**src/rtl/pic_pkg.sv**
```systemverilog
package pic_pkg;
  localparam logic [1:0] ADDR_MASK  = 2'd0;
  localparam logic [1:0] ADDR_LEVEL = 2'd1;
  localparam logic [1:0] ADDR_CLEAR = 2'd2;
  localparam logic [1:0] ADDR_CTL   = 2'd3;

  typedef struct packed {
    logic wrMask;
    logic wrLevel;
    logic wrClear;
    logic wrCtl;
    logic push;
    logic pop;
  } picStrobe_t;
endpackage

```
**src/rtl/pic_ctrl.sv**
```systemverilog
module pic_ctrl
  import pic_pkg::*;
(
  input  logic       regWrEn,
  input  logic [1:0] regAddr,
  input  logic       irqAck,
  input  logic       rte,
  input  logic       candValid,
  output picStrobe_t strb
);
  always_comb begin
    strb.wrMask  = regWrEn && (regAddr == ADDR_MASK);
    strb.wrLevel = regWrEn && (regAddr == ADDR_LEVEL);
    strb.wrClear = regWrEn && (regAddr == ADDR_CLEAR);
    strb.wrCtl   = regWrEn && (regAddr == ADDR_CTL);
    strb.pop     = rte;
    strb.push    = irqAck && candValid && !rte;
  end
endmodule

```
**src/rtl/pic_dpath.sv**
```systemverilog
module pic_dpath
  import pic_pkg::*;
#(
  parameter int NUM_SRC = 4,
  localparam int LVL_W = $clog2(NUM_SRC + 1),
  localparam int ID_W  = $clog2(NUM_SRC),
  localparam int DEPTH = NUM_SRC,
  localparam int SP_W  = $clog2(DEPTH + 1),
  localparam int IDX_W = $clog2(DEPTH)
) (
  input  logic               clk,
  input  logic               rstN,
  input  picStrobe_t         strb,
  input  logic [1:0]         regAddr,
  input  logic [NUM_SRC-1:0] regWrData,
  input  logic [NUM_SRC-1:0] srcLines,
  output logic [NUM_SRC-1:0] regRdData,
  output logic               candValid,
  output logic [ID_W-1:0]    candId,
  output logic               irqReq,
  output logic [LVL_W-1:0]   curLevel,
  output logic [SP_W-1:0]    sp,
  output logic               err,
  output logic               globalEn
);
  logic [NUM_SRC-1:0] pend;
  logic [NUM_SRC-1:0] mask;
  logic [LVL_W-1:0]   stk [DEPTH];
  logic [SP_W-1:0]    spM1;
  logic               stkFull;
  logic               stkEmpty;
  logic [NUM_SRC-1:0] clrBits;

  assign spM1     = sp - SP_W'(1);
  assign stkFull  = (sp == SP_W'(DEPTH));
  assign stkEmpty = (sp == '0);
  assign clrBits  = strb.wrClear ? regWrData : '0;

  // Ascending scan: the last qualifying line (highest index) wins.
  always_comb begin
    candValid = 1'b0;
    candId    = '0;
    for (int i = 0; i < NUM_SRC; i++) begin
      if (pend[i] && !mask[i] && (LVL_W'(i + 1) > curLevel)) begin
        candValid = 1'b1;
        candId    = ID_W'(i);
      end
    end
  end

  always_ff @(posedge clk) begin
    if (!rstN) begin
      pend     <= '0;
      mask     <= '0;
      curLevel <= '0;
      sp       <= '0;
      err      <= 1'b0;
      globalEn <= 1'b0;
      irqReq   <= 1'b0;
    end else begin
      pend   <= (pend & ~clrBits) | srcLines;
      irqReq <= globalEn && candValid;
      if (strb.wrMask) mask <= regWrData;
      if (strb.pop) begin
        globalEn <= 1'b1;
        if (stkEmpty) begin
          err <= 1'b1;
        end else begin
          curLevel <= stk[spM1[IDX_W-1:0]];
          sp       <= spM1;
        end
      end else begin
        if (strb.wrCtl) globalEn <= regWrData[0];
        if (strb.push) begin
          if (stkFull) begin
            err <= 1'b1;
          end else begin
            curLevel <= LVL_W'(candId) + LVL_W'(1);
            sp       <= sp + SP_W'(1);
          end
        end else if (strb.wrLevel) begin
          curLevel <= regWrData[LVL_W-1:0];
        end
      end
    end
  end

  always_ff @(posedge clk) begin
    if (strb.push && !strb.pop && !stkFull) stk[sp[IDX_W-1:0]] <= curLevel;
  end

  always_comb begin
    unique case (regAddr)
      ADDR_MASK:  regRdData = mask;
      ADDR_LEVEL: regRdData = NUM_SRC'(curLevel);
      ADDR_CLEAR: regRdData = pend;
      default:    regRdData = NUM_SRC'({err, globalEn});
    endcase
  end
endmodule

```
**src/rtl/prio_irq_ctrl.sv**
```systemverilog
module prio_irq_ctrl
  import pic_pkg::*;
#(
  parameter int NUM_SRC = 4,
  localparam int LVL_W = $clog2(NUM_SRC + 1),
  localparam int ID_W  = $clog2(NUM_SRC),
  localparam int SP_W  = $clog2(NUM_SRC + 1)
) (
  input  logic               clk,
  input  logic               rstN,
  input  logic [NUM_SRC-1:0] srcLines,
  input  logic               regWrEn,
  input  logic [1:0]         regAddr,
  input  logic [NUM_SRC-1:0] regWrData,
  output logic [NUM_SRC-1:0] regRdData,
  input  logic               irqAck,
  input  logic               rte,
  output logic               irqReq,
  output logic [ID_W-1:0]    ackId
);
  picStrobe_t       strb;
  logic             candValid;
  logic [ID_W-1:0]  candId;
  logic [LVL_W-1:0] curLevel;
  logic [SP_W-1:0]  sp;
  logic             err;
  logic             globalEn;

  assign ackId = candId;

  pic_ctrl u_ctrl (
    .regWrEn  (regWrEn),
    .regAddr  (regAddr),
    .irqAck   (irqAck),
    .rte      (rte),
    .candValid(candValid),
    .strb     (strb)
  );

  pic_dpath #(.NUM_SRC(NUM_SRC)) u_dpath (
    .clk      (clk),
    .rstN     (rstN),
    .strb     (strb),
    .regAddr  (regAddr),
    .regWrData(regWrData),
    .srcLines (srcLines),
    .regRdData(regRdData),
    .candValid(candValid),
    .candId   (candId),
    .irqReq   (irqReq),
    .curLevel (curLevel),
    .sp       (sp),
    .err      (err),
    .globalEn (globalEn)
  );
endmodule

```
**config.mk**
```make
export PLATFORM = sky130hd
export DESIGN_NAME = prio_irq_ctrl
export DESIGN_NICKNAME = d
export VERILOG_FILES = /design/src/rtl/pic_pkg.sv /design/src/rtl/pic_ctrl.sv /design/src/rtl/pic_dpath.sv /design/src/rtl/prio_irq_ctrl.sv
export SDC_FILE = /design/constraint.sdc
export NUM_CORES = 1
export LEC_CHECK = 0
export ABC_AREA = 1
export CAP_MARGIN = 10
export CORE_ASPECT_RATIO = 0.5
export CORE_UTILIZATION = 49
export CTS_BUF_LIST = sky130_fd_sc_hd__clkbuf_16
export DETAILED_ROUTE_END_ITERATION = 10
export PLACE_DENSITY = 0.84
export SETUP_SLACK_MARGIN = 0.4
export SLEW_MARGIN = 25
export SYNTH_ARGS = -nofsm -noshare
export SYNTH_HDL_FRONTEND = slang
export SYNTH_HIERARCHICAL = 1
export SYNTH_SLANG_ARGS = --single-unit
```
**constraint.sdc**
```tcl
create_clock -name clk -period 1.8 [get_ports clk]
set_input_delay 0.36 -clock clk [delete_from_list [all_inputs] [get_ports clk]]
set_output_delay 0.36 -clock clk [all_outputs]
set_load 0.01 [all_outputs]
```
# --- Yosys cells after proc, flatten, opt, wreduce, memory -nomap -nowiden ---
# Memory sizes are Yosys's and may differ from the RTL's.
# Cells that the tools add are included.
# W data, S select, Z words.
word_totals:
  output_inout_bits: 7
  ram_bits: 12
  ff_bits: 17
  mem_count: 1
  mem_bits_ro: 0
  elab_cells: 84
  latch_bits: 0
memory_table:
  columns: ["memory", "depth", "word_bits", "rd", "rd_ports_with_merged_regs", "wr", "line", "rtl"]
  rows:
  - ["u_dpath.stk", 4, 3, 1, 0, 1, "pic_dpath.sv:28", "logic [LVL_W-1:0] stk [DEPTH];"]
op_classes:
  eq_ne: 8
  n_addsub: 3
  n_reduce_logical: 32
  n_mul: 0
  mux: 26
  bitwise_logic: 3
  order_cmp: 4
  div: 0
  shifts: 0
op_table:
  columns: ["operator", "count"]
  rows:
  - ["$mux W3", 9]
  - ["$logic_and A1 B1 Y1", 17]
  - ["$mux W1", 13]
  - ["$pmux W4 S3", 1]
  - ["$reduce_and A3 Y1", 3]
  - ["$gt A2 B3 Y1 const A", 2]
  - ["$logic_not A1 Y1", 6]
  - ["$reduce_bool A2 Y1", 3]
  - ["$and A4 B4 Y4", 1]
  - ["$eq A2 B2 Y1 const B", 2]
  - ["$mux W2", 2]
  - ["$mux W4", 1]
  - ["$ne A2 B2 Y1 const B", 2]
  - ["$not A4 Y4", 1]
  - ["$or A4 B4 Y4", 1]
  - ["$add A2 B1 Y3 const B", 1]
  - ["$add A3 B1 Y3 const B", 1]
  - ["$eq A3 B3 Y1 const B", 1]
  - ["$gt A1 B3 Y1 const A", 1]
  - ["$gt A3 B3 Y1 const A", 1]
  - ["$logic_not A3 Y1", 1]
  - ["$ne A3 B3 Y1 const B", 1]
  - ["$reduce_bool A3 Y1", 1]
  - ["$sub A3 B1 Y3 const B", 1]
  - ["other kinds (3)", 3]

# --- Logic depth before layout (Yosys ltp) ---
depth:
  ltp_word: 13
  mapped_depth: 14

# --- Modules after synthesis ---
# The synthesis kept the hierarchy.
modules_own_cells:
  columns: ["mod", "area_each_um2", "n_inst", "cells_each"]
  rows:
  - ["pic_dpath", 1565.3, 1, 203]
  - ["pic_ctrl", 45.0, 1, 11]

# --- Worst setup path after synthesis ---
# No wires, ideal clock.
synth_path:
  path_kind: "flip-flop to flip-flop"
  startpoint: "reg u_dpath.curLevel[2]"
  endpoint: "mem u_dpath/stk[0][0] (netlist name) (enable)"
  required_ns: 1.481
  setup_ns: 0.319
  arrival_ns: 1.444
  path_slack_ns: 0.036
  stages_incl_launch_ff: 10
  path_buffers: 0
  cell_sequence: "dfxtp_1 -> nor2_1 -> nand2_1 -> nand2_1 -> nor2_1 -> inv_1 -> nand2_1 -> nor2_1 -> nand3_1 -> nor2_1"
synth_lines:
  columns: ["item", "line", "rtl"]
  rows:
  - ["start, declared", "pic_dpath.sv:21", "output logic [LVL_W-1:0] curLevel,"]
  - ["start signal, assigned", "pic_dpath.sv:69", "curLevel <= stk[spM1[IDX_W-1:0]];"]
  - ["start signal, assigned", "pic_dpath.sv:78", "curLevel <= LVL_W'(candId) + LVL_W'(1);"]
  - ["start signal, assigned", "pic_dpath.sv:82", "curLevel <= regWrData[LVL_W-1:0];"]
  - ["end, declared", "pic_dpath.sv:28", null]

==> impl_metrics.tcl <==
set metrics [dict create \
    rrSetupSlack_ns -0.07 \
    setup_ws_ns -0.0735 \
    hpwl_um 2780 \
    cts_made_buffers 5 \
    synth_common_cells "nand2_1 (44), inv_1 (36), nor2_1 (29)" \
    synth_edf_count 12 \
    hold_ws_ns 0.481 \
    grt_pass1_vias 1515 \
    relSlewSlack 0.815 \
    rsz0062_at_grt "true" \
    htreeDepth 2 \
    place_inst 280 \
    max-vdd-ir-drop_uv 493 \
    async_flop_share 0 \
    grt_max_degree 11 \
    worst_pin_slew_ns 0.277 \
    netlist.area_leader.share 0.224 \
    pin_count 22 \
    antennaDiodeCount 0 \
    fin_crit_sh 1.04 \
    row_count 14 \
    layout-drive-gt1-share 0.360 \
    yosysMostFrequentCell "nand2_1" \
    leakagePower_nw 1.05 \
    startpoint_type "flip-flop" \
    failed_checks "setup timing" \
    ys.flop_type "dfxtp_1" \
    seq_area_frac_synth 0.435 \
    ys_seq_elements 29 \
    synth_area_mm2 0.00161 \
    initial_utilization 0.525 \
    synth_area_leaders "edfxtp_1 (22%), dfxtp_1 (21%), nand2_1 (10%)" \
    final_cells 301 \
    grt_pass1_wl_um 6710 \
    routabilityCongestion 0.905 \
    critPathMaxStageDelay_ns 0.38 \
    die_x_um 83.1 \
    slowest_stage "dfxtp_4" \
    area_growth_pct 43.2 \
    vias 1733 \
    synth_cell_types 30 \
    root_buffer "clkbuf_16" \
    path_max_fanout 5 \
    vias_per_cell 5.76 \
    numClockSinks 29 \
    fin_nets 281 \
    layout_min_cycle_time_ns 1.87 \
    synth_cells 214 \
    dr.pass1.iters 5 \
    drt_wl_total_um 5270 \
    synth_top_area_cell "edfxtp_1" \
    synth_area_per_cell_um2 7.52 \
    drtAntennaViolNets 0 \
    dieArea_mm2 0.00353 \
    yosys_warnings 6 \
    slew_violations 0 \
    cp.required_ns 1.97 \
    fmax_mhz 534 \
    clk_pin_slew_ns 0.05 \
    core_area_mm2 0.00307 \
    clk_path_buf_depth 2 \
    maxCapViolCount 0 \
    p_per_area_mw_per_mm2 999 \
    cts_tree "done" \
    die_y_um 42.5 \
    dr.first_iter.drc_count 174 \
    outcome "finished with violations" \
    criticalPathCategory "reg -> reg" \
    synth_nets 235 \
    skew_ns 0.00310 \
    hold_violations 0 \
    hold_class "reg -> reg" \
    crit_arrival_ns 2.05 \
    path_cells "nor2_2 -> nand3_2 -> nand2_2 -> nor2_4 -> inv_2 -> nand2_2 -> nor2_4 -> buf_12 -> inv_2 -> nand2_4 -> nor2_1 -> nor2_2 -> nand3_2 -> nand2_1 -> inv_1" \
    setup_viol 17 \
    nFillCells 185 \
    track_usage 0.251 \
    antenna_found_initial 0 \
    avgRoutedWirePerCell_um 17.5 \
    endpoint_kind "flip-flop" \
    post-route-drc-count 0 \
    io_buffers 21 \
    worst_skew_pair.late_latency_ns 0.28 \
    overflow 0 \
    fin_tns_setup_ns -0.437 \
]
==> cell type report <==
class                   count  area [um^2]  area share
flip-flops and latches     29          719       0.312
repair buffers             44          370       0.161
clock inverters             3         17.5     0.00760
inverters                  40          155      0.0673
clock buffers               5          125      0.0543
well taps                  40         50.0      0.0217
multi-input cells         140          868       0.377
==> layout by cell type (no fill, tap or decap), types with 6 or more instances in the layout <==
cell / instances
nor2_1: 17
a21oi_1: 12
dfxtp_1: 8
buf_4: 21
edfxtp_1: 12
nand3_2: 6
buf_2: 6
inv_2: 6
inv_1: 33
nor2_4: 11
nand3_1: 9
nand2_1: 39
clkdlybuf4s50_1: 12
nand2_2: 8
dfxtp_2: 6
o21ai_0: 10
==> cell families (layout without fill, tap and decap cells) <==
family                   count (synthesis)  in the layout  synth area share
adder cells (fa/ha/maj)                  6              6            0.0466
XOR/XNOR                                 1              1           0.00544
flip-flops                              29             29             0.435
AO/OA/AOI/OAI                           36             36             0.131
AND/OR/NAND/NOR                         96             96             0.260
buffers and inverters                   45             92             0.116
multiplexers                             1              1           0.00622
==> worst paths after layout <==
kind / from / endpoint / cells past startpoint
worst max-delay path: u_dpath/curLevel[2]$_SDFFE_PN0P_ / u_dpath/curLevel[0]$_SDFFE_PN0P_ / 15
worst min-delay path: u_dpath/globalEn$_SDFFE_PN0P_ / u_dpath/irqReq$_SDFF_PN0_ / 2
worst max register to register: u_dpath/curLevel[2]$_SDFFE_PN0P_ / u_dpath/curLevel[0]$_SDFFE_PN0P_ / 15
worst min register to register: u_dpath/globalEn$_SDFFE_PN0P_ / u_dpath/irqReq$_SDFF_PN0_ / 2
==> sequential cells by signal, summed over array words and instances (netlist names) <==
register	flops
u_dpath/globalEn	1
u_dpath/pend	4
u_dpath/sp	3
u_dpath/mask	4
u_dpath/irqReq	1
u_dpath/curLevel	3
u_dpath/err	1
u_dpath/stk	12
==> per-stage QoR <==
stage | instance area, um^2 | power, mW | utilization | setup WS (ns)
2_1_floorplan | 1690 | 1.16 | - | 0.242
4_1_cts | 2220 | 2.17 | 0.723 | 0.175
6_report | 2310 | 2.30 | 0.752 | -0.0735
3_5_place_dp | 1990 | 1.34 | 0.650 | -0.455
5_1_grt | 2310 | 2.37 | 0.752 | -0.104
3_3_place_gp | 1990 | 1.31 | 0.650 | -0.421
==> timing repair <==
| item | in CTS | in global routing |
|---|---|---|
| resized for setup | 46 | 24 |
| endpoints found under the hold margin | 0 | 0 |
| buffers inserted | 9 | 4 |
| cloned | 0 | 0 |
| pin swaps | 8 | 13 |
| hold buffers | 0 | 0 |
| endpoints found under the setup margin | 34 | 25 |
==> critical path: cells and delay by family, from the launching register on <==
family / cells / cell delay (ns)
simple gates: 11 / 1.12
buf+inv: 4 / 0.25
flops: 1 / 0.38
==> layer usage <==
layer / vias up / global-route usage / part of all wire
met5: - / 0 / 0
met4: 0 / 0.121 / 0.059
met3: 39 / 0.0512 / 0.072
met2: 135 / 0.466 / 0.47
met1: 784 / 0.281 / 0.40
li1: 775 / - / -
==> power breakdown <==
part	total [mW]	switching (mW)	leakage, nW	internal (mW)
Sequential	0.810	0.0586	0.255	0.752
Combinational	0.695	0.409	0.722	0.286
Clock	0.798	0.293	0.0696	0.505
Total	2.30	0.761	1.05	1.54
No activity file was read; power rests on OpenSTA's default activity.
